===== config.mk =====
export PLATFORM = sky130hd
export DESIGN_NAME = tso_sbuf
export DESIGN_NICKNAME = d
export VERILOG_FILES = /design/src/rtl/tso_sb_pkg.sv /design/src/rtl/tso_sb_lane.sv /design/src/rtl/tso_sb_rr.sv /design/src/rtl/tso_sbuf.sv
export SDC_FILE = /design/constraint.sdc
export NUM_CORES = 1
export LEC_CHECK = 0
export CORE_AREA = 5 5 311 313
export CTS_CLUSTER_DIAMETER = 150
export DETAILED_ROUTE_END_ITERATION = 8
export DIE_AREA = 0 0 316 318
export GPL_TIMING_DRIVEN = 1
export PLACE_DENSITY = 0.74
export RECOVER_POWER = 25
export SLEW_MARGIN = 25
export SYNTH_ARGS = -nofsm -noshare
export SYNTH_HDL_FRONTEND = slang
export SYNTH_SLANG_ARGS = --single-unit

===== constraint.sdc =====
create_clock -name clk -period 5.39 [get_ports clk]
set_input_delay 1.078 -clock clk [delete_from_list [all_inputs] [get_ports clk]]
set_output_delay 1.078 -clock clk [all_outputs]
set_load 0.01 [all_outputs]

===== src/rtl/tso_sb_pkg.sv =====
package tso_sb_pkg;
  typedef enum logic {
    PKT_RD = 1'b0,
    PKT_WR = 1'b1
  } pkt_kind_e;
endpackage


===== src/rtl/tso_sb_lane.sv =====
// One core's ordered store buffer and request generation.
module tso_sb_lane
  import tso_sb_pkg::*;
#(
  parameter int DEPTH = 4,
  parameter int AW    = 32,
  parameter int DW    = 32
) (
  input  logic          clk,
  input  logic          rst_n,
  input  logic          wr_valid,
  input  logic          rd_valid,
  input  logic          flush,
  input  logic [AW-1:0] addr,
  input  logic [DW-1:0] wdata,
  input  logic          grant,
  output logic          wr_ready,
  output logic          drained,
  output logic          rd_done,
  output logic          req_valid,
  output pkt_kind_e     req_kind,
  output logic [AW-1:0] req_addr,
  output logic [DW-1:0] req_data
);
  localparam int PW = (DEPTH > 1) ? $clog2(DEPTH) : 1;
  localparam int NW = $clog2(DEPTH + 1);

  logic [AW-1:0] slot_addr [DEPTH];
  logic [DW-1:0] slot_data [DEPTH];
  logic [DEPTH-1:0] slot_v_q, slot_v_d;
  logic [PW-1:0] head_q, head_d, tail_q, tail_d;
  logic [NW-1:0] cnt_q, cnt_d;
  logic          fl_pend_q, fl_pend_d;
  logic          hit, full, empty, flushing, push, pop;

  function automatic logic [PW-1:0] ptr_inc(input logic [PW-1:0] p);
    return (p == PW'(DEPTH - 1)) ? '0 : p + 1'b1;
  endfunction

  // address match against every occupied slot
  always_comb begin
    hit = 1'b0;
    for (int j = 0; j < DEPTH; j++) begin
      if (slot_v_q[j] && (slot_addr[j] == addr)) hit = 1'b1;
    end
  end

  always_comb begin
    full     = (cnt_q == NW'(DEPTH));
    empty    = (cnt_q == '0);
    flushing = fl_pend_q | flush;
    req_valid = 1'b0;
    req_kind  = PKT_WR;
    req_addr  = slot_addr[head_q];
    req_data  = slot_data[head_q];
    if (rd_valid) begin
      req_valid = 1'b1;
      if (!hit) begin
        req_kind = PKT_RD;
        req_addr = addr;
        req_data = '0;
      end
    end else if ((flushing || (wr_valid && full)) && !empty) begin
      req_valid = 1'b1;
    end
    wr_ready = !rd_valid && !flushing && !full;
    drained  = empty;
    push     = wr_valid && wr_ready;
    pop      = grant && (req_kind == PKT_WR);
    rd_done  = grant && (req_kind == PKT_RD);
  end

  // next-state
  always_comb begin
    slot_v_d = slot_v_q;
    head_d   = head_q;
    tail_d   = tail_q;
    cnt_d    = cnt_q;
    if (pop) begin
      slot_v_d[head_q] = 1'b0;
      head_d = ptr_inc(head_q);
    end
    if (push) begin
      slot_v_d[tail_q] = 1'b1;
      tail_d = ptr_inc(tail_q);
    end
    cnt_d = cnt_q + NW'(push) - NW'(pop);
    fl_pend_d = flushing && (cnt_d != '0);
  end

  always_ff @(posedge clk or negedge rst_n) begin
    if (!rst_n) begin
      slot_v_q  <= '0;
      head_q    <= '0;
      tail_q    <= '0;
      cnt_q     <= '0;
      fl_pend_q <= 1'b0;
    end else begin
      slot_v_q  <= slot_v_d;
      head_q    <= head_d;
      tail_q    <= tail_d;
      cnt_q     <= cnt_d;
      fl_pend_q <= fl_pend_d;
    end
  end

  // payload storage, no reset, written under enable
  always_ff @(posedge clk) begin
    if (push) begin
      slot_addr[tail_q] <= addr;
      slot_data[tail_q] <= wdata;
    end
  end
endmodule


===== src/rtl/tso_sb_rr.sv =====
// Rotating-priority choice with a lock that holds the winner under backpressure.
module tso_sb_rr #(
  parameter int N  = 4,
  parameter int CW = 2
) (
  input  logic          clk,
  input  logic          rst_n,
  input  logic [N-1:0]  req,
  input  logic          ready,
  output logic          any,
  output logic [CW-1:0] win,
  output logic [N-1:0]  gnt
);
  logic [CW-1:0] ptr_q, ptr_d, lock_idx_q, lock_idx_d;
  logic          lock_q, lock_d;
  logic [CW-1:0] scan_win;
  logic          found;

  always_comb begin
    found    = 1'b0;
    scan_win = ptr_q;
    for (int i = 0; i < N; i++) begin
      int k;
      k = int'(ptr_q) + i;
      if (k >= N) k = k - N;
      if (!found && req[k]) begin
        found    = 1'b1;
        scan_win = CW'(k);
      end
    end
    any = |req;
    win = (lock_q && req[lock_idx_q]) ? lock_idx_q : scan_win;
    gnt = '0;
    if (any && ready) gnt[win] = 1'b1;
  end

  always_comb begin
    ptr_d      = ptr_q;
    lock_d     = lock_q;
    lock_idx_d = lock_idx_q;
    if (any && ready) begin
      ptr_d  = (win == CW'(N - 1)) ? '0 : win + 1'b1;
      lock_d = 1'b0;
    end else if (any) begin
      lock_d     = 1'b1;
      lock_idx_d = win;
    end
  end

  always_ff @(posedge clk or negedge rst_n) begin
    if (!rst_n) begin
      ptr_q      <= '0;
      lock_q     <= 1'b0;
      lock_idx_q <= '0;
    end else begin
      ptr_q      <= ptr_d;
      lock_q     <= lock_d;
      lock_idx_q <= lock_idx_d;
    end
  end
endmodule


===== src/rtl/tso_sbuf.sv =====
module tso_sbuf
  import tso_sb_pkg::*;
#(
  parameter int NCORES = 4,
  parameter int DEPTH  = 4,
  parameter int AW     = 32,
  parameter int DW     = 32,
  localparam int CW    = (NCORES > 1) ? $clog2(NCORES) : 1
) (
  input  logic                 clk,
  input  logic                 rst_n,
  input  logic [NCORES-1:0]    core_wr_valid,
  input  logic [NCORES-1:0]    core_rd_valid,
  input  logic [NCORES-1:0]    core_flush,
  input  logic [NCORES*AW-1:0] core_addr,
  input  logic [NCORES*DW-1:0] core_wdata,
  output logic [NCORES-1:0]    core_wr_ready,
  output logic [NCORES-1:0]    core_rd_ack,
  output logic [NCORES-1:0]    core_drained,
  output logic                 pkt_valid,
  input  logic                 pkt_ready,
  output logic                 pkt_write,
  output logic [AW-1:0]        pkt_addr,
  output logic [DW-1:0]        pkt_data,
  output logic [CW-1:0]        pkt_core
);
  logic [NCORES-1:0] lane_req, lane_gnt;
  pkt_kind_e         lane_kind [NCORES];
  logic [AW-1:0]     lane_addr [NCORES];
  logic [DW-1:0]     lane_data [NCORES];
  logic [CW-1:0]     win;
  logic              any;

  for (genvar c = 0; c < NCORES; c++) begin : g_lane
    tso_sb_lane #(.DEPTH(DEPTH), .AW(AW), .DW(DW)) i_lane (
      .clk       (clk),
      .rst_n     (rst_n),
      .wr_valid  (core_wr_valid[c]),
      .rd_valid  (core_rd_valid[c]),
      .flush     (core_flush[c]),
      .addr      (core_addr[c*AW +: AW]),
      .wdata     (core_wdata[c*DW +: DW]),
      .grant     (lane_gnt[c]),
      .wr_ready  (core_wr_ready[c]),
      .drained   (core_drained[c]),
      .rd_done   (core_rd_ack[c]),
      .req_valid (lane_req[c]),
      .req_kind  (lane_kind[c]),
      .req_addr  (lane_addr[c]),
      .req_data  (lane_data[c])
    );
  end

  tso_sb_rr #(.N(NCORES), .CW(CW)) i_rr (
    .clk   (clk),
    .rst_n (rst_n),
    .req   (lane_req),
    .ready (pkt_ready),
    .any   (any),
    .win   (win),
    .gnt   (lane_gnt)
  );

  always_comb begin
    pkt_valid = any;
    pkt_core  = win;
    pkt_write = (lane_kind[win] == PKT_WR);
    pkt_addr  = lane_addr[win];
    pkt_data  = lane_data[win];
  end
endmodule


; ---- Yosys cells after proc, flatten, opt, wreduce, memory -nomap -nowiden
; Memories as Yosys holds them, arrays and structs flattened.
; Cells that the tools add are included.
[word_totals]
regBits = 53
ram_bits = 1024
n_memories = 8
[classes]
addsub = 24
magnitude_cmp = 28
eq_ne = 29
mux = 129
n_bitwise = 22
reduce_logical = 96
[mem_list]
columns = memory, words, word_bits, rd, rd_clocked_by_memory_dff, write_ports, line_no
row1 = g_lane[0].i_lane.slot_addr, 4, 32, 5, 0, 1, tso_sb_lane.sv:28  ; logic [AW-1:0] slot_addr [DEPTH];
row2 = g_lane[0].i_lane.slot_data, 4, 32, 1, 0, 1, tso_sb_lane.sv:29  ; logic [DW-1:0] slot_data [DEPTH];
row3 = g_lane[1].i_lane.slot_addr, 4, 32, 5, 0, 1, tso_sb_lane.sv:28
row4 = g_lane[1].i_lane.slot_data, 4, 32, 1, 0, 1, tso_sb_lane.sv:29
row5 = g_lane[2].i_lane.slot_addr, 4, 32, 5, 0, 1, tso_sb_lane.sv:28
row6 = g_lane[2].i_lane.slot_data, 4, 32, 1, 0, 1, tso_sb_lane.sv:29
row7 = 2 more memories, n/a, n/a, n/a, n/a, n/a, n/a
[ops]
columns = op, n
row1 = two-way mux 32 bit, 24
row2 = equality test 32 bit, 16
row3 = binary-select mux 32 bit (select 2 bit), 2
row4 = less-than comparator 32 x 4 -> 1 bit (second input constant), 4
row5 = >= comparator 32 x 4 -> 1 bit (second input constant), 3
row6 = subtractor 32 x 4 -> 32 bit (second input constant), 3
row7 = two-way mux 1 bit, 65
row8 = logical AND 1 bit, 62
row9 = two-way mux 4 bit, 9
row10 = less-than comparator 2 x 3 -> 1 bit (second input constant), 10
row11 = two-way mux 2 bit, 14
row12 = logical NOT 1 bit, 19
row13 = adder 2 x 1 -> 2 bit (second input constant), 9
row14 = demux 1 bit (select 2 bit), 9
row15 = equality test 2 bit (second input constant), 9
row16 = >= comparator 2 x 1 -> 1 bit (second input constant), 9
row17 = bitwise AND 4 bit, 4
row18 = NOT 4 bit, 4
row19 = OR 4 bit, 4
row20 = adder 3 x 1 -> 3 bit, 4
row21 = binary-select mux 1 bit (select 2 bit), 6
row22 = equality test 3 bit (second input constant), 4
row23 = logical NOT 3 bit, 4
row24 = nonzero test 3 bit, 4
row25 = other kinds (13), 27

; ---- Depth between registers and ports, before layout
[depth]
depth_word = 29
depth_mapped = 20
depth_no_buf = 17

; ---- Hierarchy
; Synthesis repeated with hierarchy kept, for this count alone.
[hier_totals]
cells_unflattened = 2866
area_unflattened_um2 = 50763.7
[modules_own_cells]
columns = mod, n_inst, cells_each, area_each_um2
row1 = tso_sb_lane (g_lane[0].i_lane ...), 3, 683, 12112.9
row2 = tso_sb_lane (g_lane[1].i_lane), 1, 685, 12325.6
row3 = tso_sbuf, 1, 79, 1616.6
row4 = tso_sb_rr, 1, 53, 483.0

; ---- Worst setup path after synthesis
; OpenSTA, ideal clock, no wires.
[synth_path]
path_type = input to register
start = input port core_wr_valid[0]
end = register g_lane[2].i_lane.fl_pend_q
setup_time_ns = 0.126
t_arrival_ns = 4.728
slack_ns = 0.536
stages = 19
n_path_buf = 2
path_cell_list = or3b_1 -> a21oi_2 -> nor2_1 -> o21ai_0 -> a2111oi_2 -> or2_2 -> inv_2 -> clkbuf_1 -> ha_1 -> and3_1 -> clkbuf_1 -> ha_1 -> inv_1 -> ha_1 -> inv_1 -> fa_1 -> xnor2_1 -> xnor2_1 -> o32a_1
[synth_via]
elab_chain_len = 28
word_cells_on_any_way = 46
classes_between = add/sub (1) / order compare (2) / mux (27) / reduce/logical (16)
[synth_rtl]
columns = item, line_no
row1 = "start, declared", tso_sbuf.sv:12  ; input logic [NCORES-1:0] core_wr_valid,
row2 = logical AND 1 bit *, tso_sb_lane.sv:63  ; end else if ((flushing || (wr_valid && full)) && !empty) begin
row3 = logical OR 1 bit *, tso_sb_lane.sv:63
row4 = logical AND 1 bit *, tso_sb_lane.sv:63
row5 = two-way mux 1 bit *, tso_sb_lane.sv:63
row6 = two-way mux 1 bit *, tso_sb_lane.sv:56  ; if (rd_valid) begin
row7 = binary-select mux 1 bit (select 2 bit), tso_sb_rr.sv:26  ; if (!found && req[k]) begin
row8 = two-way mux 1 bit (not written as such) (2 in series), tso_sb_rr.sv:26
row9 = two-way mux 1 bit, tso_sb_rr.sv:26
row10 = [... 14 more ...], n/a
row11 = two-way mux 4 bit *, tso_sb_rr.sv:34  ; if (any && ready) gnt[win] = 1'b1;
row12 = logical AND 1 bit *, tso_sb_lane.sv:69  ; pop = grant && (req_kind == PKT_WR);
row13 = named net g_lane[2].i_lane.pop, tso_sb_lane.sv:34  ; logic hit, full, empty, flushing, push, pop;
row14 = subtractor 3 x 1 -> 3 bit *, tso_sb_lane.sv:87  ; cnt_d = cnt_q + NW'(push) - NW'(pop);
row15 = named net g_lane[2].i_lane.cnt_d[2], tso_sb_lane.sv:32  ; logic [NW-1:0] cnt_q, cnt_d;
row16 = nonzero test 3 bit *, tso_sb_lane.sv:88  ; fl_pend_d = flushing && (cnt_d != '0);
row17 = logical AND 1 bit *, tso_sb_lane.sv:88
row18 = named net g_lane[2].i_lane.fl_pend_d, tso_sb_lane.sv:33  ; logic fl_pend_q, fl_pend_d;
row19 = "end signal, assigned", tso_sb_lane.sv:103  ; fl_pend_q <= fl_pend_d;
row20 = "end, declared", tso_sb_lane.sv:33
; The timed path passes the listed nets; every way through them passes the cells marked *. The select of a mux whose other input is x is not followed.
; A chain may end at the register's enable or synchronous reset.

; ---- Worst setup path after layout
[layout_path]
start = input port core_addr[99]
end = output port pkt_data[10]
[layout_via]
elab_chain_len = 11
word_cells_on_any_way = 17
classes_between = eq/ne (4) / mux (9) / reduce/logical (4)
[layout_rtl]
columns = item, line_no
row1 = "start, declared", tso_sbuf.sv:15  ; input logic [NCORES*AW-1:0] core_addr,
row2 = equality test 32 bit, tso_sb_lane.sv:44  ; if (slot_v_q[j] && (slot_addr[j] == addr)) hit = 1'b1;
row3 = logical AND 1 bit, tso_sb_lane.sv:44
row4 = two-way mux 1 bit (3 in series), tso_sb_lane.sv:44
row5 = two-way mux 1 bit *, tso_sb_lane.sv:44
row6 = two-way mux 32 bit *, tso_sb_lane.sv:58  ; if (!hit) begin
row7 = two-way mux 32 bit *, tso_sb_lane.sv:56
row8 = binary-select mux 32 bit (select 2 bit) *, tso_sbuf.sv:69  ; pkt_data = lane_data[win];
row9 = two-way mux 32 bit (not written as such) * (2 in series), tso_sbuf.sv:69
row10 = "end, declared", tso_sbuf.sv:24  ; output logic [DW-1:0] pkt_data,
; Mark *: on every way between the ends. The rest lies on a longest branch, timed or not. The select of a mux whose other input is x is not followed.

==> results.yml <==
outcome:
  status: "finished with violations"
  violations: "negative setup slack"
grt:
  gr-total-overflow: 0
  grt_pass1_wl_um: 224400
  grt_pass1_vias: 32460
  antenna_found_initial: 51
  grt_max_degree: 49
  grt_use_total_pct: 30.60
synthesis:
  synth-adder-area-share_pct: 1.208
  yosys_most_used_dff: "edfxtp_1"
  synth_edf_count: 1024
  syn_nets: 3358
  synth-compound-area-share_pct: 2.001
  synth_top_family_by_area: "multiplexers"
  yosysSeqAreaShare_pct: 63.97
  yosys.area_share.simple_pct: 7.124
  syn_area_per_cell_um2: 16.49
  netlist_instances: 3041
  synth_mux_area_share_pct: 13.76
  synth.cell_area_um2: 50140
  synthArstFlopShare_pct: 4.921
  synth.yosys.warnings: 0
  ys_ff_latch: 1077
  synth-xor-area-share_pct: 9.083
  synth_cell_types: 66
timing:
  slew_violations: 0
  setup_slack_ns: -0.1218
  min_period_over_period_pct: 102.3
  fmax_ghz: 0.1814
  rsz0062_at_grt: "yes"
  setup_viol: 2
  worst_slew_pin_slew_ns: 1.118
  skew_ns: 0.02353
  timing_hold_violations_final: 0
  hold-worst-slack_ns: 0.4503
  slew_headroom_pct: 25.47
  min_period_ns: 5.512
critical_path:
  reg2reg_from: "g_lane[2].i_lane.cnt_q[1]"
  rrSetupSlack_ns: 0.81
  worstReg2RegEnd: "g_lane[2].i_lane.fl_pend_q"
  cp.required_ns: 4.31
  startpoint_type: "input pin"
  r2r.worst_path.cells: 19
  arrival_ns: 4.43
  cp-end-kind: "output port"
  critPathMaxFanout: 16
  critPathKind: "input pin to output port"
layout:
  area_delta_synth_final_pct: 26.49
  seq_area_um2: 32100
  final_cell_mix: "edfxtp_1, xor2_1, buf_4"
  drive_above_1_share_pct: 33.36
  final_common_cell: "edfxtp_1"
  multi_input_area_um2: 18160
  layout.nets: 4049
  fillers: 6216
  instances_no_fill: 5116
pwr:
  p_per_area_nw_per_um2: 459.1
  peakVddDrop_uv: 460.9
  p_switching_w: 0.009863
  power_frac_seq_pct: 35.3
  p_clk_share_pct: 26.2
  netSwitchingFraction_pct: 33.88
  power_leakage_nw: 22.12
  p_comb_share_pct: 38.5
  internal_power_w: 0.01925
detailed_routing:
  first_pass_iters: 5
  drcViolationCount: 0
  drt-initial-drc-count: 3817
  wl_per_cell_um: 30.61
  antenna_left: 0
  avgViaCountPerCell: 6.186
  drt-total-wl_um: 156600
  num_vias: 31650
cts:
  cts_tree: "done"
  root_buffer: "clkbuf_16"
  clkTransAtPathRegs_ns: 0.06
  cts_buffers: 108
  cts_sinks: 1077
  cts_buffer_depth: 3
  ctsHoldBuffers: 0
  clk_latency_ns: 0.70
  h-tree-depth: 3
die:
  ios: 351
  die_y_um: 318
  die_w_um: 316
  start_util_pct: 53.33
  die_area_um2: 100500
  num_rows: 113
  core_area_um2: 94020
flow_run:
  cap_violations: 0
placed_design:
  portBuffers: 350
  dpl.cell_count: 4821
  place_hpwl_um: 108100
  gp_congestion: 1.016
worst_hold_path:
  hp-class: "input pin to asynchronous set/reset pin"
flip-flops by register name, summed over array words and instances (netlist names):
name and flops:
g_lane.i_lane.cnt_q 12, i_rr.ptr_q 2, i_rr.lock_idx_q 2, g_lane.i_lane.slot_addr 512, g_lane.i_lane.tail_q 8, i_rr.lock_q 1, g_lane.i_lane.slot_v_q 16, g_lane.i_lane.fl_pend_q 4
g_lane.i_lane.head_q 8, g_lane.i_lane.slot_data 512
cells in the mapped netlist (42+ instances only):
library cell,number,area share [%]
dfrtp_1,53,2.6
xnor2_1,70,1.2
mux2_2,100,2.2
ha_1,42,1.0
buf_2,53,0.53
o21ai_0,52,0.52
clkbuf_2,45,0.45
clkbuf_1,138,1.0
nand3_1,193,1.9
nor4_1,103,1.3
xor2_1,450,7.9
nor2_1,58,0.43
edfxtp_1,1024,61
nor3_1,65,0.65
mux4_2,256,11
per-layer routing:
layer | wire length [µm] | global-route usage, % | up-vias | part of all wire (%)
li1 | - | - | 13210 | -
met1 | 57590 | 41.54 | 16200 | 37
met2 | 75210 | 48.53 | 1884 | 48
met3 | 17340 | 7.828 | 324 | 11
met4 | 6344 | 10.97 | 20 | 4.1
met5 | 112 | 0 | - | 0.072
per-stage QoR:
step | total power, W | setup WS, ns | instance area (µm²) | utilization [%] | setup TNS, ns
floorplan | 0.01562 | 0.5357 | 50140 | - | 0
global placement | 0.02041 | -0.7800 | 57860 | 61.54 | -30.02
detailed placement | 0.02060 | -0.7923 | 57890 | 61.57 | -30.19
CTS | 0.02882 | -0.2148 | 62780 | 66.77 | -1.220
global route | 0.03008 | -0.1059 | 63380 | 67.41 | -0.3040
finish | 0.02912 | -0.1218 | 63420 | 67.45 | -0.1311
kinds of logic after synthesis:
kind of cell | count (synthesis)
buf+inv | 308
mux | 357
xor+xnor | 520
flops | 1077
compound gates | 138
fa+ha+maj | 46
simple gates | 595
power groups by stage:
stage / registers (W) / logic (W) / clock network [W]
6_report: 0.0103 / 0.0112 / 0.00763
5_1_grt: 0.0103 / 0.0117 / 0.00806
4_1_cts: 0.0103 / 0.0109 / 0.00766
3_5_place_dp: 0.0105 / 0.0101 / 0
3_3_place_gp: 0.0105 / 0.00991 / 0
2_1_floorplan: 0.00988 / 0.00575 / 0
area by class of cell:
cell class / count / area share, %
well taps: 1265 / 2.496
clock buffers: 138 / 4.536
multi-input cells: 1656 / 28.63
clock inverters: 59 / 1.063
flip-flops and latches: 1077 / 50.61
diodes: 32 / 0.1263
inverters: 37 / 0.2348
repair buffers: 852 / 12.31
worst max path at each step:
stage / start / to / slack [ns] / depth (start not counted)
floorplan: core_wr_valid[0] / g_lane[2].i_lane.fl_pend_q / 0.54 / 19
global placement: core_addr[109] / pkt_addr[7] / -0.78 / 13
detailed placement: core_addr[32] / pkt_addr[7] / -0.79 / 15
CTS: core_addr[57] / pkt_addr[7] / -0.21 / 15
global route: core_addr[96] / pkt_data[10] / -0.11 / 14
finish: core_addr[99] / pkt_data[10] / -0.12 / 13
worst max-delay path, stage by stage:
cell	delay, ns
clkdlybuf4s50_1	0.47
buf_4	0.19
xor2_1	0.36
nor4_4	0.10
nand3_1	0.14
o31ai_1	0.09
or4_4	0.46
buf_6	0.18
o2111a_2	0.22
buf_12	0.19
a32oi_1	0.47
nand3_1	0.17
clkdlybuf4s15_1	0.28
repair_timing:
item	in CTS	in global routing
pin swaps	33	46
setup buffers	28	29
gates cloned	10	0
endpoints found under the setup margin	69	67
gates resized for setup	258	190
Power figures use the tool's default switching activity.
